[src/rtl/kbd_pkg.sv]
package kbd_pkg;

    typedef enum logic [1:0] {
        ST_IDLE     = 2'd0,
        ST_EXT      = 2'd1,
        ST_HOLD     = 2'd2,
        ST_HOLD_EXT = 2'd3
    } dec_state_e;

    typedef struct packed {
        dec_state_e state;
        logic       hold_brk;
        logic       ev_valid;
        logic [6:0] ev_code;
        logic       ev_ext;
        logic       ev_pressed;
    } dec_regs_t;

endpackage

[src/rtl/kbd_byte_class.sv]
module kbd_byte_class #(
    parameter int          DATA_W    = 8,
    parameter logic [7:0]  PREFIX    = 8'hE0,
    parameter logic [7:0]  MK_LEAD   = 8'h2A,
    parameter logic [7:0]  MK_TAIL   = 8'h37,
    parameter logic [7:0]  BRK_LEAD  = 8'hB7,
    parameter logic [7:0]  BRK_TAIL  = 8'hAA
) (
    input  logic [DATA_W-1:0] byte_in,
    output logic              is_prefix,
    output logic              is_mk_lead,
    output logic              is_mk_tail,
    output logic              is_brk_lead,
    output logic              is_brk_tail
);
    always_comb begin
        is_prefix   = (byte_in == PREFIX[DATA_W-1:0]);
        is_mk_lead  = (byte_in == MK_LEAD[DATA_W-1:0]);
        is_mk_tail  = (byte_in == MK_TAIL[DATA_W-1:0]);
        is_brk_lead = (byte_in == BRK_LEAD[DATA_W-1:0]);
        is_brk_tail = (byte_in == BRK_TAIL[DATA_W-1:0]);
    end
endmodule

[src/rtl/kbd_seq_fsm.sv]
module kbd_seq_fsm
    import kbd_pkg::*;
#(
    parameter int         DATA_W  = 8,
    parameter logic [7:0] MK_TAIL = 8'h37,
    localparam int        CODE_W  = DATA_W - 1
) (
    input  logic              clk,
    input  logic              rst_n,
    input  logic              byte_valid,
    input  logic [DATA_W-1:0] byte_in,
    input  logic              is_prefix,
    input  logic              is_mk_lead,
    input  logic              is_mk_tail,
    input  logic              is_brk_lead,
    input  logic              is_brk_tail,
    output logic              ev_valid,
    output logic [CODE_W-1:0] ev_code,
    output logic              ev_ext,
    output logic              ev_pressed
);
    dec_regs_t r_d, r_q;

    // Emit a key event built from the current byte.
    function automatic dec_regs_t emit_byte(input dec_regs_t cur,
                                            input logic [DATA_W-1:0] b,
                                            input logic ext);
        dec_regs_t n = cur;
        n.state      = ST_IDLE;
        n.hold_brk   = 1'b0;
        n.ev_valid   = 1'b1;
        n.ev_code    = b[CODE_W-1:0];
        n.ev_ext     = ext;
        n.ev_pressed = ~b[DATA_W-1];
        return n;
    endfunction

    // Handling of a byte that follows a prefix.
    function automatic dec_regs_t after_prefix(input dec_regs_t cur,
                                               input logic [DATA_W-1:0] b,
                                               input logic pre,
                                               input logic mk_lead,
                                               input logic brk_lead);
        dec_regs_t n = cur;
        if (pre) begin
            n.state = ST_EXT;
        end else if (mk_lead) begin
            n.state    = ST_HOLD;
            n.hold_brk = 1'b0;
        end else if (brk_lead) begin
            n.state    = ST_HOLD;
            n.hold_brk = 1'b1;
        end else begin
            n = emit_byte(cur, b, 1'b1);
        end
        return n;
    endfunction

    always_comb begin
        r_d          = r_q;
        r_d.ev_valid = 1'b0;
        if (byte_valid) begin
            unique case (r_q.state)
                ST_IDLE: begin
                    if (is_prefix) r_d.state = ST_EXT;
                    else           r_d = emit_byte(r_d, byte_in, 1'b0);
                end
                ST_EXT: begin
                    r_d = after_prefix(r_d, byte_in, is_prefix, is_mk_lead, is_brk_lead);
                end
                ST_HOLD: begin
                    if (is_prefix) r_d.state = ST_HOLD_EXT;
                    else           r_d = emit_byte(r_d, byte_in, 1'b0);
                end
                ST_HOLD_EXT: begin
                    if (r_q.hold_brk ? is_brk_tail : is_mk_tail) begin
                        r_d.state      = ST_IDLE;
                        r_d.hold_brk   = 1'b0;
                        r_d.ev_valid   = 1'b1;
                        r_d.ev_code    = MK_TAIL[CODE_W-1:0];
                        r_d.ev_ext     = 1'b1;
                        r_d.ev_pressed = ~r_q.hold_brk;
                    end else begin
                        r_d.hold_brk = 1'b0;
                        r_d = after_prefix(r_d, byte_in, is_prefix, is_mk_lead, is_brk_lead);
                    end
                end
                default: r_d.state = ST_IDLE;
            endcase
        end
    end

    always_ff @(posedge clk) begin
        if (!rst_n) begin
            r_q <= '0;
        end else begin
            r_q <= r_d;
        end
    end

    assign ev_valid   = r_q.ev_valid;
    assign ev_code    = r_q.ev_code;
    assign ev_ext     = r_q.ev_ext;
    assign ev_pressed = r_q.ev_pressed;
endmodule

[src/rtl/kbd_set1_decoder.sv]
module kbd_set1_decoder #(
    parameter int         DATA_W   = 8,
    parameter logic [7:0] PREFIX   = 8'hE0,
    parameter logic [7:0] MK_LEAD  = 8'h2A,
    parameter logic [7:0] MK_TAIL  = 8'h37,
    parameter logic [7:0] BRK_LEAD = 8'hB7,
    parameter logic [7:0] BRK_TAIL = 8'hAA,
    localparam int        CODE_W   = DATA_W - 1
) (
    input  logic              clk,
    input  logic              rst_n,
    input  logic              byte_valid,
    input  logic [DATA_W-1:0] byte_in,
    output logic              ev_valid,
    output logic [CODE_W-1:0] ev_code,
    output logic              ev_ext,
    output logic              ev_pressed
);
    logic c_pre, c_mk_lead, c_mk_tail, c_brk_lead, c_brk_tail;

    kbd_byte_class #(
        .DATA_W(DATA_W), .PREFIX(PREFIX), .MK_LEAD(MK_LEAD), .MK_TAIL(MK_TAIL),
        .BRK_LEAD(BRK_LEAD), .BRK_TAIL(BRK_TAIL)
    ) u_class (
        .byte_in    (byte_in),
        .is_prefix  (c_pre),
        .is_mk_lead (c_mk_lead),
        .is_mk_tail (c_mk_tail),
        .is_brk_lead(c_brk_lead),
        .is_brk_tail(c_brk_tail)
    );

    kbd_seq_fsm #(
        .DATA_W(DATA_W), .MK_TAIL(MK_TAIL)
    ) u_fsm (
        .clk        (clk),
        .rst_n      (rst_n),
        .byte_valid (byte_valid),
        .byte_in    (byte_in),
        .is_prefix  (c_pre),
        .is_mk_lead (c_mk_lead),
        .is_mk_tail (c_mk_tail),
        .is_brk_lead(c_brk_lead),
        .is_brk_tail(c_brk_tail),
        .ev_valid   (ev_valid),
        .ev_code    (ev_code),
        .ev_ext     (ev_ext),
        .ev_pressed (ev_pressed)
    );
endmodule

[config.mk]
export PLATFORM = sky130hd
export DESIGN_NAME = kbd_set1_decoder
export DESIGN_NICKNAME = d
export VERILOG_FILES = /design/src/rtl/kbd_pkg.sv /design/src/rtl/kbd_byte_class.sv /design/src/rtl/kbd_seq_fsm.sv /design/src/rtl/kbd_set1_decoder.sv
export SDC_FILE = /design/constraint.sdc
export NUM_CORES = 1
export LEC_CHECK = 0
export ABC_CLOCK_PERIOD_IN_PS = 4620
export BUFFER_PORTS_ARGS = -buffer_cell sky130_fd_sc_hd__clkbuf_2
export CAP_MARGIN = 30
export CORE_AREA = 2 2 55 57
export DETAILED_ROUTE_END_ITERATION = 8
export DIE_AREA = 0 0 57 59
export MAX_ROUTING_LAYER = met4
export SLEW_MARGIN = 20
export SYNTH_ARGS = -nofsm -noshare
export SYNTH_HDL_FRONTEND = slang
export SYNTH_SLANG_ARGS = --single-unit
[constraint.sdc]
create_clock -name clk -period 4.62 [get_ports clk]
set_input_delay 0.924 -clock clk [delete_from_list [all_inputs] [get_ports clk]]
set_output_delay 0.924 -clock clk [all_outputs]
set_load 0.05 [all_outputs]
==> results.sh <==
export IMPL_drtIter0Drc=34
export IMPL_core_area_mm2=0.00271
export IMPL_p_leak_nw=0.351
export IMPL_path_cells="clkbuf_2 -> or3_4 -> o31ai_4 -> a21oi_2 -> o221a_1"
export IMPL_slowest_stage="or3_4"
export IMPL_max_clock_freq_ghz=0.478
export IMPL_synth_compound_area_frac=0.313
export IMPL_antenna_found_initial=0
export IMPL_final_layout_size_suffix_gt1_frac=0.333
export IMPL_synth_edf_count=0
export IMPL_synth_top_family_by_area="compound AO/OA/AOI/OAI gates"
export IMPL_nets=120
export IMPL_cts_buffer_depth=2
export IMPL_finalCriticalPeriod_ns=2.09
export IMPL_track_usage=0.130
export IMPL_drtPass1Iterations=6
export IMPL_ys_warnings_count=0
export IMPL_placed_area_um2=912
export IMPL_reg2regPathDepth=4
export IMPL_intPower_mw=0.164
export IMPL_holdPathStages=2
export IMPL_post_drt_wl_per_cell_um=14.0
export IMPL_synth_top_area_frac=0.302
export IMPL_grt_overflow=0
export IMPL_cp_max_fo=11
export IMPL_root_buffer="clkbuf_4"
export IMPL_crit_buf_inv=1
export IMPL_gp_congestion=0.854
export IMPL_max_slew_worst_pin_slew_ns=0.411
export IMPL_synth_seq_cells=13
export IMPL_peakVddDrop_v=0.000139
export IMPL_insertion_delay_ns=0.28
export IMPL_dieWidth_um=57
export IMPL_skew_ns=0.00694
export IMPL_start_util=0.318
export IMPL_use_met1=0.164
export IMPL_switching_share=0.337
export IMPL_synth_flop_cell="dfxtp_1"
export IMPL_p_switching_mw=0.0835
export IMPL_clkTransAtPathRegs_ns=0.09
export IMPL_busiest_layer="met2"
export IMPL_numCtsBuffers=3
export IMPL_rows=19
export IMPL_p_per_area_mw_per_mm2=263
export IMPL_comb_power_share=0.223
export IMPL_synth_adder_area_share=0
export IMPL_tritoncts="built"
export IMPL_setup_tns_ns=0
export IMPL_syn_area_per_cell_um2=8.80
export IMPL_finalSetupViolations=0
export IMPL_grt_use_met3=0.0262
export IMPL_avgViaCountPerCell=5.63
export IMPL_wl_mm=1.94
export IMPL_fillers=299
export IMPL_num_vias=782
export IMPL_grt_first_pass_wirelength_mm=3.32
export IMPL_worstSetupPathDepth=5
export IMPL_synthCells=98
export IMPL_crit_type="in -> reg"
export IMPL_first_global_vias=760
export IMPL_post_cts_resize_count=0
export IMPL_slowest_delay_ns=0.49
export IMPL_period_share=0.453
export IMPL_cap_violations=0
export IMPL_seq_area_frac_synth=0.302
export IMPL_crit_arrival_ns=2.27
export IMPL_cts_hold_buffers=0
export IMPL_synthTopCellsByArea="dfxtp_1 (30%), buf_4 (6.1%), o2111ai_1 (4.1%)"
export IMPL_synthesis_area_um2=862
export IMPL_area_growth_pct=9.00
export IMPL_n_antenna_cell=0
export IMPL_required_ns=4.80
export IMPL_synth_async_sr_flop_share=0
export IMPL_grt_max_degree=18
export IMPL_drcViolationCount=0
export IMPL_syn_nets=109
export IMPL_grt_util_met2=0.190
export IMPL_startpoint_type="primary input"
export IMPL_outcome="completed"
export IMPL_die_y_um=59
export IMPL_pwr_share_clk=0.290
export IMPL_yosys_area_share_simple=0.260
export IMPL_hold_viol=0
export IMPL_fin_area_um2=940
export IMPL_cpLargestDelayFamily="compound AO/OA/AOI/OAI gates"
export IMPL_relSlewSlack=0.719
export IMPL_post_cts_buffers=0
export IMPL_ys_types=40
export IMPL_ios=21
export IMPL_slew_viol_final=0
export IMPL_htreeDepth=1
export IMPL_seqPwrFrac=0.488
export IMPL_die_area_mm2=0.00336
export IMPL_hp_class="reg -> reg"
export IMPL_synth_mux_area_frac=0
export IMPL_crit_path_end_kind="flip-flop"
export IMPL_port_buffers=20
export IMPL_post_synth_top_area_cell="dfxtp_1"
export IMPL_rsz0062_at_grt="false"
export IMPL_final_antenna_net_count=0
export IMPL_place_detailed_hpwl_mm=1.45
export IMPL_cts_sinks=13
export IMPL_synthXorXnorAreaFrac=0
-- flip-flops by register name, indices dropped and copies added (netlist names) --
name,count
u_fsm.ev_pressed,1
u_fsm.ev_valid,1
u_fsm.ev_code,7
u_fsm.r_q,3
u_fsm.ev_ext,1
-- layout make-up --
cell class	count	area, µm²	area share
Sequential cell	13	260	0.277
Multi-Input combinational cell	66	494	0.526
Clock inverter	1	5.00	0.00533
Clock buffer	3	22.5	0.0240
Timing Repair Buffer	20	100	0.107
Tap cell	31	38.8	0.0413
Inverter	5	18.8	0.0200
-- tightest hold or removal path, cell delays in order, from the launching register on --
cell and delay [ns]:
dfxtp_1 0.32, nand2_1 0.05, o21ai_0 0.06
-- power by group through the flow --
stage | clock network (mW) | logic (mW) | registers, mW
after floorplan | 0 | 0.0418 | 0.128
after global placement | 0 | 0.0550 | 0.123
after detailed placement | 0 | 0.0552 | 0.123
after CTS | 0.0747 | 0.0552 | 0.121
after global routing | 0.0821 | 0.0587 | 0.122
final | 0.0717 | 0.0551 | 0.121
-- layout by cell type, fill, tap and decap left out, drive strengths merged, types with 2 or more instances in the layout --
cell type,n
nor4,5
a21boi,2
o21a,2
nand2b,2
clkbuf,23
nand3,5
inv,5
nand2,7
a21oi,2
nor2,2
o221ai,3
o2111ai,4
o32ai,2
dfxtp,13
and2,2
o221a,2
o21ai,4
nor3,5
nand4,3
nor2b,2
-- path summary, 6_finish.rpt --
check                           to              from  slack (ns)
setup / recovery  u_fsm.ev_code[1]        byte_in[4]        2.53
hold / removal    u_fsm.ev_pressed  u_fsm.ev_pressed        0.47
setup reg to reg  u_fsm.ev_code[4]     u_fsm.r_q[11]        3.28
hold reg to reg   u_fsm.ev_pressed  u_fsm.ev_pressed        0.47
-- per-stage QoR --
step           utilization  setup slack, ns  instances  power [mW]  hold slack, ns
5_1_grt              0.347             2.45        139       0.262           0.512
4_1_cts              0.347             2.55        139       0.251           0.478
6_report             0.347             2.53        139       0.248           0.469
3_5_place_dp         0.337             2.24        135       0.179           0.464
3_3_place_gp         0.337             2.25        135       0.178           0.472
2_1_floorplan            -             2.40         98       0.169           0.452
-- kinds of logic after synthesis --
group,Yosys count
buffers and inverters,19
and+or+nand+nor,37
AOI/OAI and AO/OA,29
DFF,13
-- synth_stat cells (all sizes together), types with 2 or more instances --
cell type	number
dfxtp	13
buf	9
nand2	7
clkbuf	5
inv	5
nand3	5
nor3	5
nor4	5
o2111ai	4
o21ai	4
nand4	3
o221ai	3
a21boi	2
a21oi	2
and2	2
nand2b	2
nor2	2
nor2b	2
o21a	2
o221a	2
o32ai	2
-- routing by layer --
layer,vias to the layer above,routed length (µm)
met4,0,38
met5,-,0
li1,391,-
met1,361,922
met2,26,872
met3,4,108
Note: power is estimated with default switching activity, not from simulation.
